===== src/rtl/nvm_pkg.sv =====
package nvm_pkg;
    localparam int unsigned REG_AW = 8;

    localparam logic [REG_AW-1:0] OFS_STATUS   = 8'h00;
    localparam logic [REG_AW-1:0] OFS_CONTROL  = 8'h04;
    localparam logic [REG_AW-1:0] OFS_PGWIPE_A = 8'h08;
    localparam logic [REG_AW-1:0] OFS_PGWIPE_B = 8'h0C;
    localparam logic [REG_AW-1:0] OFS_WIPE_ALL = 8'h10;
    localparam logic [REG_AW-1:0] OFS_WIPE_CFG = 8'h14;

    localparam logic [31:0] WIPE_KEY = 32'h0000_0001;

    typedef struct packed {
        logic een;
        logic wen;
    } nvm_cfg_t;

    typedef enum logic [1:0] {
        ER_NONE,
        ER_PAGE,
        ER_ALL,
        ER_CFG
    } erase_kind_e;

    typedef enum logic [1:0] {
        PH_IDLE,
        PH_FLASH,
        PH_CFG
    } erase_phase_e;
endpackage


===== src/rtl/nvm_regs.sv =====
module nvm_regs import nvm_pkg::*; #(
    parameter int unsigned PAGE_WORDS  = 4,
    parameter int unsigned FLASH_PAGES = 8,
    localparam int unsigned PAGE_BYTES  = PAGE_WORDS * 4,
    localparam int unsigned FLASH_BYTES = PAGE_BYTES * FLASH_PAGES,
    localparam int unsigned PB_W        = $clog2(PAGE_BYTES),
    localparam int unsigned PG_W        = (FLASH_PAGES > 1) ? $clog2(FLASH_PAGES) : 1
) (
    input  logic              clk,
    input  logic              rst_n,
    input  logic              reg_wr,
    input  logic              reg_rd,
    input  logic [REG_AW-1:0] reg_addr,
    input  logic [31:0]       reg_wdata,
    input  logic              busy,
    output logic [31:0]       reg_rdata,
    output logic              reg_err,
    output nvm_cfg_t          cfg,
    output erase_kind_e       er_kind,
    output logic [PG_W-1:0]   er_page
);
    typedef struct packed {
        nvm_cfg_t cfg;
        logic     err;
    } regs_st_t;

    regs_st_t    st_d, st_q;
    logic [31:0] aligned;
    logic        in_range;

    always_comb begin
        st_d      = st_q;
        st_d.err  = 1'b0;
        er_kind   = ER_NONE;
        aligned   = reg_wdata & ~(32'(PAGE_BYTES) - 32'd1);
        in_range  = aligned <= 32'(FLASH_BYTES - PAGE_BYTES);
        er_page   = aligned[PB_W +: PG_W];

        case (reg_addr)
            OFS_STATUS:  reg_rdata = 32'd1;
            OFS_CONTROL: reg_rdata = {30'd0, st_q.cfg};
            default:     reg_rdata = 32'd0;
        endcase

        if (reg_rd && reg_addr != OFS_STATUS && reg_addr != OFS_CONTROL) begin
            st_d.err = 1'b1;
        end

        if (reg_wr) begin
            case (reg_addr)
                OFS_CONTROL: st_d.cfg = nvm_cfg_t'(reg_wdata[1:0]);
                OFS_PGWIPE_A, OFS_PGWIPE_B: begin
                    if (!st_q.cfg.een || busy) st_d.err = 1'b1;
                    else if (in_range)         er_kind  = ER_PAGE;
                end
                OFS_WIPE_ALL: begin
                    if (reg_wdata == WIPE_KEY) begin
                        if (!st_q.cfg.een || busy) st_d.err = 1'b1;
                        else                       er_kind  = ER_ALL;
                    end
                end
                OFS_WIPE_CFG: begin
                    if (reg_wdata == WIPE_KEY) begin
                        if (busy) st_d.err = 1'b1;
                        else      er_kind  = ER_CFG;
                    end
                end
                default: st_d.err = 1'b1;
            endcase
        end
    end

    always_ff @(posedge clk or negedge rst_n) begin
        if (!rst_n) st_q <= '0;
        else        st_q <= st_d;
    end

    assign cfg     = st_q.cfg;
    assign reg_err = st_q.err;


    cfg_mask_chk: assert property (@(posedge clk) disable iff (!rst_n)
        (reg_wr && reg_addr == OFS_CONTROL) |=> (cfg == nvm_cfg_t'($past(reg_wdata[1:0]))));


    ready_busy_chk: assert property (@(posedge clk) disable iff (!rst_n)
        (busy && reg_addr == OFS_STATUS) |-> (reg_rdata == 32'd1));
endmodule


===== src/rtl/nvm_eraser.sv =====
module nvm_eraser import nvm_pkg::*; #(
    parameter int unsigned PAGE_WORDS  = 4,
    parameter int unsigned FLASH_PAGES = 8,
    parameter int unsigned CFG_WORDS   = 4,
    localparam int unsigned FLASH_WORDS = PAGE_WORDS * FLASH_PAGES,
    localparam int unsigned MAX_WORDS   = (FLASH_WORDS > CFG_WORDS) ? FLASH_WORDS : CFG_WORDS,
    localparam int unsigned CNT_W       = (MAX_WORDS > 1) ? $clog2(MAX_WORDS) : 1,
    localparam int unsigned FW_W        = (FLASH_WORDS > 1) ? $clog2(FLASH_WORDS) : 1,
    localparam int unsigned CW_W        = (CFG_WORDS > 1) ? $clog2(CFG_WORDS) : 1,
    localparam int unsigned PG_W        = (FLASH_PAGES > 1) ? $clog2(FLASH_PAGES) : 1
) (
    input  logic            clk,
    input  logic            rst_n,
    input  erase_kind_e     er_kind,
    input  logic [PG_W-1:0] er_page,
    output logic            busy,
    output logic            fl_wipe,
    output logic [FW_W-1:0] fl_wipe_idx,
    output logic            cf_wipe,
    output logic [CW_W-1:0] cf_wipe_idx
);
    typedef struct packed {
        erase_phase_e     phase;
        logic [CNT_W-1:0] cnt;
        logic [CNT_W-1:0] last;
        logic             then_cfg;
    } er_st_t;

    er_st_t st_d, st_q;

    always_comb begin
        st_d        = st_q;
        fl_wipe     = 1'b0;
        cf_wipe     = 1'b0;
        fl_wipe_idx = st_q.cnt[FW_W-1:0];
        cf_wipe_idx = st_q.cnt[CW_W-1:0];

        case (st_q.phase)
            PH_IDLE: begin
                case (er_kind)
                    ER_PAGE: begin
                        st_d.phase    = PH_FLASH;
                        st_d.cnt      = CNT_W'(er_page * PAGE_WORDS);
                        st_d.last     = CNT_W'(er_page * PAGE_WORDS + PAGE_WORDS - 1);
                        st_d.then_cfg = 1'b0;
                    end
                    ER_ALL: begin
                        st_d.phase    = PH_FLASH;
                        st_d.cnt      = '0;
                        st_d.last     = CNT_W'(FLASH_WORDS - 1);
                        st_d.then_cfg = 1'b1;
                    end
                    ER_CFG: begin
                        st_d.phase    = PH_CFG;
                        st_d.cnt      = '0;
                        st_d.last     = CNT_W'(CFG_WORDS - 1);
                        st_d.then_cfg = 1'b0;
                    end
                    default: ;
                endcase
            end
            PH_FLASH: begin
                fl_wipe = 1'b1;
                if (st_q.cnt == st_q.last) begin
                    if (st_q.then_cfg) begin
                        st_d.phase    = PH_CFG;
                        st_d.cnt      = '0;
                        st_d.last     = CNT_W'(CFG_WORDS - 1);
                        st_d.then_cfg = 1'b0;
                    end else begin
                        st_d.phase = PH_IDLE;
                    end
                end else begin
                    st_d.cnt = st_q.cnt + 1'b1;
                end
            end
            PH_CFG: begin
                cf_wipe = 1'b1;
                if (st_q.cnt == st_q.last) st_d.phase = PH_IDLE;
                else                       st_d.cnt   = st_q.cnt + 1'b1;
            end
            default: st_d.phase = PH_IDLE;
        endcase
    end

    always_ff @(posedge clk or negedge rst_n) begin
        if (!rst_n) st_q <= '0;
        else        st_q <= st_d;
    end

    assign busy = (st_q.phase != PH_IDLE);


    cnt_bound_chk: assert property (@(posedge clk) disable iff (!rst_n)
        busy |-> (st_q.cnt <= st_q.last));


    busy_start_chk: assert property (@(posedge clk) disable iff (!rst_n)
        (!busy && er_kind != ER_NONE) |=> busy);
endmodule


===== src/rtl/nvm_store.sv =====
module nvm_store #(
    parameter int unsigned WORDS       = 32,
    parameter bit          AND_PROGRAM = 1'b1,
    parameter bit          RESET_ONES  = 1'b0,
    localparam int unsigned IW = (WORDS > 1) ? $clog2(WORDS) : 1
) (
    input  logic          clk,
    input  logic          rst_n,
    input  logic          wr,
    input  logic [IW-1:0] widx,
    input  logic [31:0]   wdata,
    input  logic          wipe,
    input  logic [IW-1:0] wipe_idx,
    input  logic [IW-1:0] ridx,
    output logic [31:0]   rdata
);
    logic [31:0] mem_d [WORDS];
    logic [31:0] mem_q [WORDS];

    always_comb begin
        mem_d = mem_q;
        if (wipe) begin
            mem_d[wipe_idx] = '1;
        end else if (wr) begin
            mem_d[widx] = AND_PROGRAM ? (mem_q[widx] & wdata) : wdata;
        end
    end

    generate
        if (RESET_ONES) begin : g_rst
            always_ff @(posedge clk or negedge rst_n) begin
                if (!rst_n) begin
                    for (int i = 0; i < WORDS; i++) mem_q[i] <= '1;
                end else begin
                    mem_q <= mem_d;
                end
            end
        end else begin : g_keep
            always_ff @(posedge clk) begin
                mem_q <= mem_d;
            end
        end
    endgenerate

    assign rdata = mem_q[ridx];

    generate
        if (AND_PROGRAM) begin : g_and_chk

            prog_and_chk: assert property (@(posedge clk) disable iff (!rst_n)
                (wr && !wipe) |=> (mem_q[$past(widx)] == ($past(mem_q[widx]) & $past(wdata))));
        end else begin : g_plain_chk

            plain_store_chk: assert property (@(posedge clk) disable iff (!rst_n)
                (wr && !wipe) |=> (mem_q[$past(widx)] == $past(wdata)));
        end
    endgenerate


    wipe_ones_chk: assert property (@(posedge clk) disable iff (!rst_n)
        wipe |=> (mem_q[$past(wipe_idx)] == 32'hFFFF_FFFF));
endmodule


===== src/rtl/nvm_ctrl.sv =====
module nvm_ctrl import nvm_pkg::*; #(
    parameter int unsigned PAGE_WORDS  = 4,
    parameter int unsigned FLASH_PAGES = 8,
    parameter int unsigned CFG_WORDS   = 4,
    localparam int unsigned FLASH_WORDS = PAGE_WORDS * FLASH_PAGES,
    localparam int unsigned FW_W        = (FLASH_WORDS > 1) ? $clog2(FLASH_WORDS) : 1,
    localparam int unsigned CW_W        = (CFG_WORDS > 1) ? $clog2(CFG_WORDS) : 1
) (
    input  logic              clk,
    input  logic              rst_n,
    input  logic              reg_wr,
    input  logic              reg_rd,
    input  logic [REG_AW-1:0] reg_addr,
    input  logic [31:0]       reg_wdata,
    output logic [31:0]       reg_rdata,
    output logic              reg_err,
    input  logic              fl_wr,
    input  logic [FW_W-1:0]   fl_addr,
    input  logic [31:0]       fl_wdata,
    output logic [31:0]       fl_rdata,
    output logic              fl_err,
    output logic              busy,
    input  logic              cf_wr,
    input  logic [CW_W-1:0]   cf_addr,
    input  logic [31:0]       cf_wdata,
    output logic [31:0]       cf_rdata
);
    localparam int unsigned PG_W = (FLASH_PAGES > 1) ? $clog2(FLASH_PAGES) : 1;

    nvm_cfg_t        cfg;
    erase_kind_e     er_kind;
    logic [PG_W-1:0] er_page;
    logic            fl_wipe, cf_wipe;
    logic [FW_W-1:0] fl_wipe_idx;
    logic [CW_W-1:0] cf_wipe_idx;
    logic            fl_accept, cf_accept;
    logic            fl_err_d, fl_err_q;

    nvm_regs #(.PAGE_WORDS(PAGE_WORDS), .FLASH_PAGES(FLASH_PAGES)) i_regs (
        .clk(clk), .rst_n(rst_n), .reg_wr(reg_wr), .reg_rd(reg_rd),
        .reg_addr(reg_addr), .reg_wdata(reg_wdata), .busy(busy),
        .reg_rdata(reg_rdata), .reg_err(reg_err), .cfg(cfg),
        .er_kind(er_kind), .er_page(er_page)
    );

    nvm_eraser #(.PAGE_WORDS(PAGE_WORDS), .FLASH_PAGES(FLASH_PAGES), .CFG_WORDS(CFG_WORDS)) i_eraser (
        .clk(clk), .rst_n(rst_n), .er_kind(er_kind), .er_page(er_page),
        .busy(busy), .fl_wipe(fl_wipe), .fl_wipe_idx(fl_wipe_idx),
        .cf_wipe(cf_wipe), .cf_wipe_idx(cf_wipe_idx)
    );

    assign fl_accept = fl_wr && cfg.wen && !busy;
    assign cf_accept = cf_wr && !busy;

    nvm_store #(.WORDS(FLASH_WORDS), .AND_PROGRAM(1'b1), .RESET_ONES(1'b0)) i_flash (
        .clk(clk), .rst_n(rst_n), .wr(fl_accept), .widx(fl_addr), .wdata(fl_wdata),
        .wipe(fl_wipe), .wipe_idx(fl_wipe_idx), .ridx(fl_addr), .rdata(fl_rdata)
    );

    nvm_store #(.WORDS(CFG_WORDS), .AND_PROGRAM(1'b0), .RESET_ONES(1'b1)) i_cfgarea (
        .clk(clk), .rst_n(rst_n), .wr(cf_accept), .widx(cf_addr), .wdata(cf_wdata),
        .wipe(cf_wipe), .wipe_idx(cf_wipe_idx), .ridx(cf_addr), .rdata(cf_rdata)
    );

    always_comb begin
        fl_err_d = fl_wr && (!cfg.wen || busy);
    end

    always_ff @(posedge clk or negedge rst_n) begin
        if (!rst_n) fl_err_q <= 1'b0;
        else        fl_err_q <= fl_err_d;
    end

    assign fl_err = fl_err_q;


    locked_write_chk: assert property (@(posedge clk) disable iff (!rst_n)
        (fl_wr && !cfg.wen) |=> fl_err);


    busy_write_chk: assert property (@(posedge clk) disable iff (!rst_n)
        (fl_wr && busy) |=> fl_err);
endmodule


===== config.mk =====
export PLATFORM = sky130hd
export DESIGN_NAME = nvm_ctrl
export DESIGN_NICKNAME = d
export VERILOG_FILES = /design/src/rtl/nvm_pkg.sv /design/src/rtl/nvm_regs.sv /design/src/rtl/nvm_eraser.sv /design/src/rtl/nvm_store.sv /design/src/rtl/nvm_ctrl.sv
export SDC_FILE = /design/constraint.sdc
export NUM_CORES = 2
export LEC_CHECK = 0
export BUFFER_PORTS_ARGS = -buffer_cell sky130_fd_sc_hd__buf_2
export CORE_ASPECT_RATIO = 1.25
export CORE_MARGIN = 2
export CORE_UTILIZATION = 40
export CTS_CLUSTER_DIAMETER = 40
export CTS_CLUSTER_SIZE = 10
export DETAILED_ROUTE_END_ITERATION = 6
export PLACE_DENSITY = 0.56
export SKIP_CTS_REPAIR_TIMING = 1
export SYNTH_ARGS = -nofsm -noshare
export SYNTH_HDL_FRONTEND = slang
export SYNTH_SLANG_ARGS = --single-unit

===== constraint.sdc =====
create_clock -name clk -period 7.2 [get_ports clk]
set_input_delay 1.44 -clock clk [delete_from_list [all_inputs] [get_ports clk]]
set_output_delay 1.44 -clock clk [all_outputs]
set_load 0.01 [all_outputs]

**Word-level counts from Yosys, hierarchy flattened**

Index checks and enable logic that the tools add are counted.

- Bits in registers: 1169
- Input bits: 117
- Output and inout bits: 99
- Logic and storage cells: 160

- $add $sub $neg: 3
- Order comparisons: 9
- Equal/unequal tests: 19
- Multiplexer cells: 49
- Bitwise logic cells: 7
- Reduce and logical (&&, ||, !) cells: 29

Operators by type and width:

| operator | count |
|---|---|
| $mux W1024 | 2 |
| $bwmux W1024 | 1 |
| $or A1024 B1024 Y1024 | 1 |
| $demux W32 S5 | 2 |
| $mux W128 | 2 |
| $mux W32 | 8 |
| $bmux W32 S5 | 1 |
| $bwmux W128 | 1 |
| $demux W32 S2 | 2 |
| $or A128 B128 Y128 | 1 |
| $bmux W32 S2 | 1 |
| $pmux W13 S3 | 1 |
| $and A32 B32 Y32 | 1 |
| $eq A32 B1 Y1 const B | 1 |
| $le A32 B7 Y1 const B | 1 |
| $mux W2 | 9 |
| $eq A8 B4 Y1 const B | 2 |
| $eq A8 B5 Y1 const B | 2 |
| $pmux W5 S3 | 1 |
| $ge A6 B6 Y1 const B | 2 |
| $lt A6 B1 Y1 const B | 2 |
| $not A5 Y6 | 2 |
| $pmux W2 S3 | 2 |
| $pmux W6 S2 | 1 |
| 33 further kinds | 67 |

**Depth between registers and ports, before layout**

- Depth after elaboration: 9
- Depth in mapped cells: 13
- Gate-level depth less buffers: 11

**By module**

From an unflattened synthesis, not the netlist that was laid out.

- Cell total of the unflattened synthesis: 5859
- Area, all modules: 67912.6 um^2

Modules (own cells, without submodules):

| module | times used | cells an instance | area an instance (um^2) | sequential area each (um^2) |
|---|---|---|---|---|
| nvm_store at i_flash | 1 | 5165 | 59978.8 | 30749.5 |
| nvm_store at i_cfgarea | 1 | 515 | 6407.4 | 3363.2 |
| nvm_eraser | 1 | 97 | 888.4 | 300.3 |
| nvm_regs | 1 | 77 | 589.3 | 75.1 |
| nvm_ctrl | 1 | 5 | 48.8 | 25.0 |

**Worst setup path before layout**

Ideal clock, no wire load.

- Path kind: input to output
- From: in cf_addr[0]
- To: out cf_rdata[0]
- Arrival time: 2.874 ns
- Required time: 5.760 ns
- Path slack: 2.886 ns
- Stages on the path: 3
- Buffers on the path: 2
- Cell sequence: clkbuf_1 > buf_1 > mux4_2

- Word-level cells in the longest chain between the ends: 4

RTL lines:

| element | RTL line | text |
|---|---|---|
| start, declared | nvm_ctrl.sv:24 | `input logic [CW_W-1:0] cf_addr,` |
| $not A2 Y3 | n/a |  |
| $bmux W32 S2 | n/a |  |
| $mux W32 (2 in a row) | n/a |  |
| end, declared | nvm_ctrl.sv:26 | `output logic [31:0] cf_rdata` |

Every way passes these cells. The select of a mux whose other input is x is not followed.

**Worst setup path after layout**

- From: in fl_addr[2]
- To: out fl_rdata[5]

- Word-level cells in the longest chain between the ends: 4

RTL lines:

| element | RTL line | text |
|---|---|---|
| start, declared | nvm_ctrl.sv:18 | `input logic [FW_W-1:0] fl_addr,` |
| $not A5 Y6 (not written as such) | nvm_store.sv:45 | `assign rdata = mem_q[ridx];` |
| $bmux W32 S5 | nvm_store.sv:45 |  |
| $mux W32 (not written as such) (2 in a row) | nvm_store.sv:45 |  |
| end, declared | nvm_ctrl.sv:20 | `output logic [31:0] fl_rdata,` |

Every way passes these cells. The select of a mux whose other input is x is not followed.

==> summary.md <==
| Metric | Value |
|---|---|
| Die Ht | 434 um |
| Initial DRC count | 6,410 |
| CP peak stage delay | roughly 1000 ps |
| Dpl cells | 6,867 |
| Largest family of logic cells by synthesized area | compound AO/OA/AOI/OAI gates |
| Worst-Margin Slew | 1400 ps |
| CTS buffer count | 178 |
| Mean Syn Cell Area | 11.4 um2 |
| CP Data Arrival Time | 4800 ps |
| IR Drop Worst-Case VDD | between 200 and 300 uV |
| DR WL/cell | ~31 um |
| Worst-path cell chain | buf_2 -> nand4b_1 -> buf_4 -> o22ai_1 -> nor4_1 -> nand2_1 -> buf_2 |
| Worst Path Max Fanout | 24 |
| Async SR Flop Fraction | 0.123 |
| Bufs and invs on worst path | 3 |
| Layout cells sized above 1 | 0.177 |
| Element type at the critical path end | primary output |
| Total negative slack | 0 ps |
| CTS clock-pin slew for the worst setup and hold paths | around 50 ps |
| Dpl cell area | 61,100 um2 |
| Fmax | between 150 and 200 MHz |
| Simple-gate share of the synthesized area | 0.0295 |
| First-pass GRT wire length | 323 mm |
| Worst Setup Start Kind | primary input |
| Clock latency on the worst-skew pair | 850 ps |
| TritonCTS Sinks | 1,168 |
| XOR/XNOR Fraction of Synth Area | 0.000591 |
| Initial antenna violation count | 8 |
| Core area | 147,000 um2 |
| Finished Layout Cells | 7,192 |
| Post-synthesis compound-gate area fraction | 0.231 |
| Site row count | 157 |
| Die Area | 151,000 um2 |
| Largest net degree at the start of global routing | 214 |
| Layout net count | 5,267 |
| Global route total overflow | 0 |
| Clock Tree Root | clkbuf_16 |
| GPL Wtd Cong | 0.839 |
| Mux contribution to synthesized area | 0.0991 |
| Via count of the routed design | 47,500 |
| Fin crit period | 6240 ps |
| Most frequent cells in the layout | 1,173 x o21ai_0, 1,024 x edfxtp_1, 854 x o21ai_1, 512 x mux2i_1, 256 x o22ai_1 |
| Power per Cell Area | around 260 nW/um2 |
| Synth unique cells | 63 |
| Final Skew | roughly 47 ps |
| Status | finished clean |
| Final worst-path setup slack | 962 ps |
| Utilization after layout | 0.458 |
| Synthesized cell area | between 50,000 and 60,000 um2 |
| TritonRoute pass-1 iters | 6 |
| Post-route design area | roughly 67,000 um2 |
| Post-route ant nets | 0 |
| Post-DP HPWL | 127 mm |
| DRC viols | 0 |
| Sequential share of the synthesized area | 0.583 |
| RSZ-0062 raised after global routing | false |
| Total routed wirelength | 225 mm |
| Vias in the first global route | roughly 46,000 |
| Leakage power | 23.3 nW |
| Synth Register Bits | ~1,200 |
| Crit-path most repeated cell | buf_2 |
| Max_cap viols | 0 |
| Die X | 348 um |
| Most used flip-flop cell after synthesis | edfxtp_1 |
| Tot GR Track Use | 0.290 |
| Max-slew violations | 0 |
| Max clock buf depth | 3 |
| IO Pins | 216 |
| Syn Inst Count | 5,195 |
| Hold crit path type | flip-flop to flip-flop |
| Worst setup path category | primary input to primary output |
| Slew margin rel. | 0.0601 |
| Crit share post-route | 0.866 |
| Commonest non-fill, non-tap cell in the layout | o21ai_0 |
| Synthesized-area fraction occupied by adder cells | 0.00232 |
| Pre-CTS setup slack | 1230 ps |
| Buffers added on ports | 185 |
| P&R area growth vs syn | 13.4% |
| CTS tree | yes |
| Endpoints failing setup | 0 |
| Synth Warn # | 0 |
| Post-synth EDFFs | approximately 1,000 |
| Final Hold Fails | 0 |
| CTS HTree Levels | 4 |
| Cell family with most CP delay | simple AND/OR/NAND/NOR gates |
| WP data required | 5760 ps |
| Vias per cell | 6.61 |
| Initial Util | 0.404 |
| Critical-path top delay cell | nor4_1 |
[cell usage after synthesis, drive strengths merged, types with 2 or more instances]
library cell     n  area, um2
a21bo           32        320
a21boi           2       15.0
a21o             3       22.5
a21oi            7       35.0
and3             7       43.8
and3b            3       26.3
buf            235       1820
clkbuf         373       1400
dfrtp           16        400
dfstp          128       3360
edfxtp        1024      30700
ha              11        138
inv              8       30.0
mux2             2       22.5
mux2i          512       5120
mux4            32        721
nand2          162        608
nand2b           4       25.0
nand3            6       30.0
nand3b           4       30.0
nand4            5       31.3
nand4b           5       43.8
nand4bb          6       67.6
nor2            44        165
nor3            13       70.1
nor3b            6       70.1
nor4            66        419
nor4b            2       17.5
o21ai         2055      10400
o21bai           2       15.0
o22a           129       1130
o22ai          258       1630
o2bb2ai          3       26.3
o31a             2       17.5
or3              2       12.5
or4              3       22.5
or4b             4       40.0
xor2             3       26.3
[metal layers]
metal	track usage	wire [um]	up-vias
met5	0	41	-
met4	0.136	11300	6
met3	0.0643	24200	668
met2	0.464	104000	3205
met1	0.373	85500	23700
li1	-	-	19900
[per-stage QoR]
step | hold WS, ps | total power [mW]
global route | 517 | 17.9
global placement | 471 | 8.63
floorplan | 449 | 8.32
detailed placement | 471 | 8.65
CTS | 489 | 17.5
finish | 491 | 17.5
[cell families (layout without fill, tap and decap cells)]
kind of cell | Yosys count | after routing
compound gates | 2502 | 2502
flops | 1168 | 1168
buf+inv | 617 | 674
mux | 546 | 546
simple gates | 346 | 346
fa+ha+maj | 11 | 11
xor+xnor | 4 | 4
other cells | 1 | 33
[cell type report]
cell class / count / area [um2]
inverters: 9 / 33.8
fillers: 13500 / 79500
flip-flops and latches: 1168 / 34500
clock buffers: 205 / 4670
multi-input cells: 3439 / 21900
diodes: 3 / 7.51
well taps: 1908 / 2390
clock inverters: 117 / 1430
repair buffers: 343 / 2280
[state kept, by name, summed over array words and instances (netlist names)]
signal and count:
i_flash.mem_q 1024, i_cfgarea.mem_q 128, i_eraser.st_q 7, i_eraser.fl_wipe_idx 5, i_regs.cfg 2, fl_err 1, i_regs.reg_err 1
[worst reg2reg max path: stages, from the launching register on]
cell and delay [ps]:
dfrtp_1 390, inv_1 140, ha_4 350, buf_4 720, buf_4 950, buf_4 1010, o21ai_0 370, o21ai_1 160
[worst paths after layout]
path                                    from                       to  slack (ps)  cells past startpoint
max in group asynchronous              rst_n      i_cfgarea.mem_q[42]        5250                      2
setup / recovery                  fl_addr[2]              fl_rdata[5]         960                      7
hold / removal              i_eraser.st_q[2]         i_eraser.st_q[2]         490                      1
hold reg to reg             i_eraser.st_q[2]         i_eraser.st_q[2]         490                      1
min in group asynchronous              rst_n  i_eraser.fl_wipe_idx[1]         650                      1
setup reg to reg           i_eraser.st_q[12]       i_flash.mem_q[361]        2960                      7
[report_power, final]
part	total, mW	switching (mW)	internal [mW]
logic	0.960	0.609	0.351
registers	7.57	0.0644	7.50
clock network	8.94	3.40	5.54
(Power assumes the default switching activity.)
